[src/rtl/pdpwm_pkg.sv]
package pdpwm_pkg;

    // Cell count and the derived step range / carrier count
    localparam int CELLS = 3;
    localparam int MAG   = (1 << CELLS) - 1;
    localparam int NCAR  = 2 * MAG;
    localparam int LVL_W = CELLS + 1;
    localparam int CNT_W = $clog2(NCAR + 1);

    typedef logic signed [LVL_W-1:0] level_t;

    typedef struct packed {
        logic [CELLS-1:0] hi;
        logic [CELLS-1:0] lo;
        logic             leg_pos;
        logic             leg_neg;
    } gate_t;

    // Step -> cell pairs and polarity legs
    function automatic gate_t decode_level(input level_t lv);
        gate_t            g;
        logic [LVL_W-1:0] mag;
        mag       = lv[LVL_W-1] ? LVL_W'(-lv) : LVL_W'(lv);
        g.hi      = mag[CELLS-1:0];
        g.lo      = (lv == '0) ? '0 : ~mag[CELLS-1:0];
        g.leg_pos = (lv > 0);
        g.leg_neg = lv[LVL_W-1];
        return g;
    endfunction

endpackage

[src/rtl/pdpwm_triangle.sv]
module pdpwm_triangle #(
    parameter int AMP   = 16,
    parameter int DIV_W = 8,
    localparam int TW   = $clog2(AMP + 1)
) (
    input  logic             clk,
    input  logic             rst,
    input  logic             en,
    input  logic [DIV_W-1:0] div_i,
    output logic [TW-1:0]    ramp_o,
    output logic             turn_o
);

    logic [DIV_W-1:0] pre_q;
    logic [TW-1:0]    ramp_q;
    logic             up_q;
    logic             tick;

    assign tick   = (pre_q == '0);
    assign turn_o = en && tick && (ramp_q == '0 || ramp_q == TW'(AMP));
    assign ramp_o = ramp_q;

    always_ff @(posedge clk) begin
        if (rst || !en) begin
            pre_q  <= '0;
            ramp_q <= '0;
            up_q   <= 1'b1;
        end else begin
            pre_q <= tick ? div_i : pre_q - 1'b1;
            if (tick) begin
                if (ramp_q == TW'(AMP)) begin
                    up_q   <= 1'b0;
                    ramp_q <= TW'(AMP - 1);
                end else if (ramp_q == '0) begin
                    up_q   <= 1'b1;
                    ramp_q <= TW'(1);
                end else begin
                    ramp_q <= up_q ? ramp_q + 1'b1 : ramp_q - 1'b1;
                end
            end
        end
    end

endmodule

[src/rtl/pdpwm_stack.sv]
module pdpwm_stack
    import pdpwm_pkg::*;
#(
    parameter int AMP   = 16,
    parameter int REF_W = 9,
    localparam int TW   = $clog2(AMP + 1),
    localparam int SPAN = $clog2(MAG * AMP + AMP + 1) + 2,
    localparam int CW   = ((REF_W > SPAN) ? REF_W : SPAN) + 1
) (
    input  logic signed [REF_W-1:0] ref_i,
    input  logic [TW-1:0]           ramp_i,
    output level_t                  level_o
);

    logic signed [CW-1:0] ref_x;
    logic signed [CW-1:0] ramp_x;
    logic [NCAR-1:0]      hit;
    logic [CNT_W-1:0]     cnt;
    logic signed [CNT_W:0] lv_wide;

    assign ref_x  = CW'(ref_i);
    assign ramp_x = signed'({{(CW-TW){1'b0}}, ramp_i});

    // One comparator per carrier; carrier k sits k*AMP above the bottom
    for (genvar k = 0; k < NCAR; k++) begin : g_car
        localparam int OFS = k * AMP - MAG * AMP;
        logic signed [CW-1:0] carrier;
        assign carrier = ramp_x + CW'(OFS);
        assign hit[k]  = (ref_x > carrier);
    end

    always_comb begin
        cnt = '0;
        for (int k = 0; k < NCAR; k++) begin
            cnt = cnt + CNT_W'(hit[k]);
        end
    end

    assign lv_wide = signed'({1'b0, cnt}) - (CNT_W+1)'(MAG);
    assign level_o = level_t'(lv_wide);

endmodule

[src/rtl/pdpwm_gate_reg.sv]
module pdpwm_gate_reg
    import pdpwm_pkg::*;
(
    input  logic   clk,
    input  logic   rst,
    input  logic   en,
    input  logic   turn_i,
    input  level_t level_i,
    output level_t level_o,
    output gate_t  gate_o
);

    always_ff @(posedge clk) begin
        if (rst || !en) begin
            level_o <= '0;
            gate_o  <= '0;
        end else if (turn_i) begin
            level_o <= level_i;
            gate_o  <= decode_level(level_i);
        end
    end

endmodule

[src/rtl/pdpwm_modulator.sv]
module pdpwm_modulator
    import pdpwm_pkg::*;
#(
    parameter int AMP   = 16,
    parameter int REF_W = 9,
    parameter int DIV_W = 8,
    localparam int TW   = $clog2(AMP + 1)
) (
    input  logic                    clk,
    input  logic                    rst,
    input  logic                    en,
    input  logic signed [REF_W-1:0] ref_i,
    input  logic [DIV_W-1:0]        div_i,
    output logic [CELLS-1:0]        cell_hi_o,
    output logic [CELLS-1:0]        cell_lo_o,
    output logic                    leg_pos_o,
    output logic                    leg_neg_o,
    output logic signed [LVL_W-1:0] level_o
);

    logic [TW-1:0] ramp;
    logic          ramp_turn;
    level_t        level_cmp;
    level_t        level_q;
    gate_t         gate_q;

    pdpwm_triangle #(.AMP(AMP), .DIV_W(DIV_W)) u_tri (
        .clk    (clk),
        .rst    (rst),
        .en     (en),
        .div_i  (div_i),
        .ramp_o (ramp),
        .turn_o (ramp_turn)
    );

    pdpwm_stack #(.AMP(AMP), .REF_W(REF_W)) u_stack (
        .ref_i   (ref_i),
        .ramp_i  (ramp),
        .level_o (level_cmp)
    );

    pdpwm_gate_reg u_gate (
        .clk     (clk),
        .rst     (rst),
        .en      (en),
        .turn_i  (ramp_turn),
        .level_i (level_cmp),
        .level_o (level_q),
        .gate_o  (gate_q)
    );

    assign cell_hi_o = gate_q.hi;
    assign cell_lo_o = gate_q.lo;
    assign leg_pos_o = gate_q.leg_pos;
    assign leg_neg_o = gate_q.leg_neg;
    assign level_o   = level_q;

endmodule

[config.mk]
export PLATFORM = sky130hd
export DESIGN_NAME = pdpwm_modulator
export DESIGN_NICKNAME = d
export VERILOG_FILES = /design/src/rtl/pdpwm_pkg.sv /design/src/rtl/pdpwm_triangle.sv /design/src/rtl/pdpwm_stack.sv /design/src/rtl/pdpwm_gate_reg.sv /design/src/rtl/pdpwm_modulator.sv
export SDC_FILE = /design/constraint.sdc
export NUM_CORES = 1
export LEC_CHECK = 0
export BUFFER_PORTS_ARGS = -buffer_cell sky130_fd_sc_hd__buf_2
export CAP_MARGIN = 15
export CORE_ASPECT_RATIO = 0.75
export CORE_MARGIN = 2
export CORE_UTILIZATION = 55
export DETAILED_ROUTE_END_ITERATION = 7
export PLACE_DENSITY_LB_ADDON = 0.3
export SLEW_MARGIN = 20
export SYNTH_ARGS = -nofsm -noshare
export SYNTH_HDL_FRONTEND = slang
export SYNTH_SLANG_ARGS = --single-unit
[constraint.sdc]
create_clock -name clk -period 7 [get_ports clk]
set_clock_uncertainty 0.15 [all_clocks]
set_input_delay 0.35 -clock clk [delete_from_list [all_inputs] [get_ports clk]]
set_output_delay 0.35 -clock clk [all_outputs]
set_load 0.01 [all_outputs]
Yosys cells after proc, flatten, opt, wreduce, memory -nomap -nowiden
Index checks and enable logic that the tools add are counted.
Storage, ports and cells
  output and inout port bits: 12
  flip-flop bits (word level): 26
Operators by class
  reductions and logical operators: 10
  add/subtract/negate cells: 31
  mux-type cells: 8
  $lt $le $gt $ge: 15
  bitwise gates (word level): 1
  equality and inequality tests: 1
Operators by type and width (number)
  9-bit > comparator: 6
  4-bit by 1-bit adder with 4-bit output: 12
  9-bit by 8-bit > comparator with 1-bit output: 4
  6-bit by 8-bit adder with 9-bit output, second input constant: 3
  9-bit by 7-bit > comparator with 1-bit output: 3
  5-bit by 7-bit adder with 8-bit output, second input constant: 3
  6-bit by 7-bit adder with 8-bit output, second input constant: 2
  5-bit two-way mux: 3
  5-bit by 6-bit adder with 7-bit output, second input constant: 2
  9-bit by 6-bit > comparator with 1-bit output: 1
  8-bit zero test: 1
  8-bit two-way mux: 1
  8-bit by 1-bit subtractor with 8-bit output, second input constant: 1
  6-bit by 5-bit adder with 7-bit output, second input constant: 1
  6-bit by 6-bit adder with 7-bit output, second input constant: 1
  5-bit by 5-bit adder with 6-bit output, second input constant: 1
  3-bit two-way mux: 2
  5-bit by 1-bit adder with 5-bit output, second input constant: 1
  5-bit == test, second input constant: 1
  5-bit zero test: 1
  5-bit by 1-bit subtractor with 5-bit output, second input constant: 1
  4-bit by 1-bit > comparator with 1-bit output, second input constant: 1
  4-bit zero test: 1
  4-bit by 3-bit subtractor with 4-bit output, second input constant: 1
  other kinds (9): 12

Logic depth before layout (Yosys ltp)
  word-level depth: 20
  depth in mapped cells: 22

Modules after synthesis
Synthesis repeated with hierarchy kept, for this count alone.
Unflattened totals
  cells, all modules: 247
  area total of the unflattened synthesis: 2040.7 µm²
By module, submodules not included
  pdpwm_triangle: cells an instance 99, area an instance 792.0 µm², times used 1
  pdpwm_stack: cells an instance 98, area an instance 789.5 µm², times used 1
  pdpwm_gate_reg: cells an instance 50, area an instance 459.2 µm², times used 1

Least setup slack after synthesis
No wires, ideal clock.
  path kind: register to register
  from: register u_tri.ramp_q[1], in the netlist u_tri.ramp_o[1]
  to: register u_gate.gate_o[7] in the netlist's numbering
  cell stages (with the launch flop): 21
  arrival time: 5.427 ns
  data required time: 6.788 ns
  period minus slack after synthesis: 5.638 ns
  setup slack: 1.362 ns
  setup time: 0.062 ns
  cells stage by stage: dfxtp_1 -> inv_1 -> ha_1 -> nor2b_1 -> o211ai_1 -> nand2_1 -> o31ai_1 -> a22oi_1 -> ha_1 -> inv_1 -> ha_1 -> fa_1 -> fa_1 -> fa_1 -> inv_1 -> ha_1 -> fa_1 -> inv_1 -> ha_1 -> or4_1 -> nand3_1
Between the ends
  word-level cells in the longest chain between the ends: 18
  elaborated cells on any way between the ends: 47
Ends and longest elaborated chain
  start: declaration: line pdpwm_triangle.sv:15  | logic [TW-1:0] ramp_q;
  start signal: assignment: line pdpwm_triangle.sv:33  | ramp_q <= TW'(AMP - 1);
  start signal: assignment: line pdpwm_triangle.sv:38  | ramp_q <= up_q ? ramp_q + 1'b1 : ramp_q - 1'b1;
  6-bit by 8-bit adder with 9-bit output: line pdpwm_stack.sv:28  | assign carrier = ramp_x + CW'(OFS);
  9-bit > comparator: line pdpwm_stack.sv:29  | assign hit[k] = (ref_x > carrier);
  1-bit by 1-bit adder with 2-bit output: line pdpwm_stack.sv:35  | cnt = cnt + CNT_W'(hit[k]);
  4-bit by 1-bit adder with 4-bit output (11 in series): line pdpwm_stack.sv:35
  4-bit by 1-bit adder with 4-bit output (*): line pdpwm_stack.sv:35
  4-bit by 3-bit subtractor with 4-bit output (*): line pdpwm_stack.sv:39  | assign lv_wide = signed'({1'b0, cnt}) - (CNT_W+1)'(MAG);
  net level_cmp[1]: line pdpwm_modulator.sv:23  | level_t level_cmp;
  3-bit negator (*): line pdpwm_pkg.sv:23  | mag = lv[LVL_W-1] ? LVL_W'(-lv) : LVL_W'(lv);
  3-bit two-way mux (*): line pdpwm_pkg.sv:23
  end signal: assignment: line pdpwm_gate_reg.sv:19  | gate_o <= decode_level(level_i);
  end: declaration: line pdpwm_gate_reg.sv:10  | output gate_t gate_o
Mark *: on every way through the listed nets, which the timed path passes. The rest lies on a longest branch.
A chain may end at the register's enable or synchronous reset.

Final worst setup path
Same ends and word-level chain as after synthesis.

==> impl_metrics.tcl <==
set metrics [dict create \
    p_switching_mw 0.324 \
    vias_per_cell 5.55 \
    min_from "div_i[2]" \
    ir_worst_vdd_uv 360 \
    wl_per_cell_um 12.4 \
    clk_pin_slew_ns 0.08 \
    diodes 0 \
    synth_top_area_frac 0.236 \
    synth_edf_count 0 \
    avgSynthCellArea_sq_um 8.52 \
    utilization 0.626 \
    power.density_mw_per_mm2 317 \
    cp_data_arrival_time_ns 6.19 \
    p_sw_frac 0.453 \
    cts_root_buf "clkbuf_8" \
    overflow 0 \
    drive_above_1_share 0.166 \
    grt_pass1_vias 1559 \
    critPathCaptureType "flop" \
    tns_ns 0 \
    drc 0 \
    synth_ff_type "dfxtp_1" \
    ctsHoldBuffers 0 \
    synthTopCellsByArea "dfxtp_1 24%, ha_1 15%, fa_1 8.8%" \
    dieArea_sq_mm 0.00421 \
    rr_worst_depth 20 \
    grt.total_usage 0.204 \
    synthArstFlopShare 0 \
    netlist_area_sq_mm 0.00204 \
    hold_end "u_tri.pre_q[2]" \
    ant_nets 0 \
    cts_resized 0 \
    drv_cap 0 \
    pwr-share-clk 0.130 \
    fin_crit_ns 6.13 \
    finalNetCount 319 \
    holdWs_ns 0.210 \
    power_frac_comb 0.629 \
    ios 32 \
    r2r_start "u_tri.ramp_o[1]" \
    dr_total_vias 1760 \
    cts_buffers 3 \
    cts.htree.levels 1 \
    leakagePower_nw 1.09 \
    rsz0062_at_grt "false" \
    max_freq_mhz 163 \
    area_growth_pct 11.1 \
    setup_viol 0 \
    slew_headroom 0.490 \
    initial_core_util 0.564 \
    synth_cells 239 \
    status "finished, final reports clean" \
    startpoint_type "flop" \
    seqPwrFrac 0.241 \
    crit_fanout 7 \
    synth_top_area_cell "dfxtp_1" \
    hpwl_um 3040 \
    yosys_warnings 0 \
    period_share 0.876 \
    place.gp.congestion 0.806 \
    ys_ff_latch 24 \
    syn_nets 292 \
    ys_seq_area_frac 0.236 \
    finalWirelength_um 3940 \
    dieWidth_um 74.3 \
    synth_cell_type_count 47 \
    clk_path_buf_depth 2 \
    rows 19 \
    die_h_um 56.7 \
    drt_iter0_markers 46 \
    finalHoldViolCount 0 \
    cts_sinks 24 \
    p_int_mw 0.392 \
    antenna_found_initial 0 \
    grt_pass1_wl_um 6800 \
    reg2reg_to "u_gate.gate_o[7]" \
    min_path_cells 3 \
    core_sq_mm 0.00361 \
    cts_setup_buffers 0 \
    path_class "reg2reg" \
    clock_latency_ns 0.27 \
    grt_max_degree 20 \
    drv_slew 0 \
    hold_path_class "in2reg" \
    cts_tree "yes" \
    r2r_setup_slack_ns 0.87 \
    dr.pass1.iters 4 \
    cp.required_ns 7.06 \
    portBuffers 31 \
    tightest_slew_ns 0.765 \
]
[cells in the final DEF, fill, tap and decap left out, types with 3 or more instances in the layout]
cell      instances
clkbuf_8          4
buf_2            31
nor2b_1           4
a21oi_1          20
inv_1            22
nand3_1           4
a21o_1            8
nand2b_1          3
nor4_1            3
o21ai_0          10
nor2_1           18
fa_1              9
ha_1             24
o22a_1            3
xnor2_1           8
nand2_1          20
o21a_1            3
nor3_1            5
mux2i_1           3
dfxtp_1          24
a211oi_1          9
[worst max-delay path, stage by stage (launching register included)]
cell and delay, ns:
dfxtp_1 0.42, inv_1 0.08, ha_1 0.29, nor2b_1 0.13, o211ai_1 0.24, nand2_1 0.08
o31ai_1 0.49, a22oi_1 0.14, ha_1 0.32, inv_1 0.04, ha_1 0.30, fa_1 0.52
fa_1 0.52, fa_1 0.54, inv_1 0.04, ha_1 0.22, fa_1 0.54, inv_1 0.06
ha_1 0.28, or4_1 0.56, nand3_1 0.10
[synth_stat cells (all sizes together), types with 2 or more instances]
master,number
a211oi,9
mux2i,3
o21ai,10
a211o,2
ha,24
nand2b,3
dfxtp,24
and2,2
o211ai,2
or4,4
a21oi,20
inv,22
o22a,3
clkbuf,5
a311oi,2
a21o,8
buf,5
nor2,18
fa,9
nand3,4
nor4,4
nor3,5
xnor2,8
xor2,2
o21a,3
nand2,21
nor2b,4
[worst max path at each step]
| stage | start | to | slack, ns | cells past startpoint |
|---|---|---|---|---|
| floorplan | u_tri.ramp_o[1] | u_gate.gate_o[7] | 1.36 | 20 |
| global placement | u_tri.ramp_o[1] | u_gate.gate_o[7] | 1.13 | 20 |
| detailed placement | u_tri.ramp_o[1] | u_gate.gate_o[7] | 0.94 | 20 |
| CTS | u_tri.ramp_o[1] | u_gate.gate_o[7] | 0.90 | 20 |
| global route | u_tri.ramp_o[1] | u_gate.gate_o[7] | 0.55 | 20 |
| finish | u_tri.ramp_o[1] | u_gate.gate_o[7] | 0.87 | 20 |
[flip-flops by register name, summed over array words and instances, names as in the netlist]
| signal | cells |
|---|---|
| u_tri.up_q | 1 |
| u_tri.pre_q | 8 |
| u_tri.ramp_o | 5 |
| u_gate.gate_o | 8 |
| u_gate.level_o | 2 |
[per-layer routing]
metal / track usage / up-vias / share of wire
li1: - / 907 / -
met1: 0.281 / 816 / 0.50
met2: 0.330 / 33 / 0.45
met3: 0.0431 / 4 / 0.051
met4: 0.0383 / 0 / 0.0069
met5: 0 / - / 0
[logic make-up after synthesis]
logic type               after synthesis  share of synthesized area
AND/OR/NAND/NOR                       69                      0.177
AO/OA/AOI/OAI                         67                      0.219
adder cells (fa/ha/maj)               33                      0.236
buffers and inverters                 32                     0.0688
flip-flops                            24                      0.236
XOR/XNOR                              10                     0.0430
multiplexers                           4                     0.0203
[power groups by stage]
stage / sequential, mW / clock [mW] / combinational (mW)
after floorplan: 0.175 / 0 / 0.361
after global placement: 0.175 / 0 / 0.435
after detailed placement: 0.176 / 0 / 0.448
after CTS: 0.172 / 0.0966 / 0.451
after global routing: 0.176 / 0.102 / 0.518
final: 0.172 / 0.0933 / 0.451
[layout make-up]
type	count	area, sq um
flip-flops and latches	24	480
multi-input cells	183	1420
well taps	52	65.1
clock buffers	4	55.1
repair buffers	32	163
inverters	22	82.6
fillers	325	1350
[per-stage QoR]
stage	instance area (sq um)	setup WS [ns]	std cells	power, mW
finish	2260	0.869	317	0.716
global route	2260	0.547	317	0.795
CTS	2260	0.901	317	0.720
detailed placement	2210	0.943	313	0.624
global placement	2210	1.13	313	0.610
floorplan	2040	1.36	239	0.536
Power figures use the tool's default switching activity.
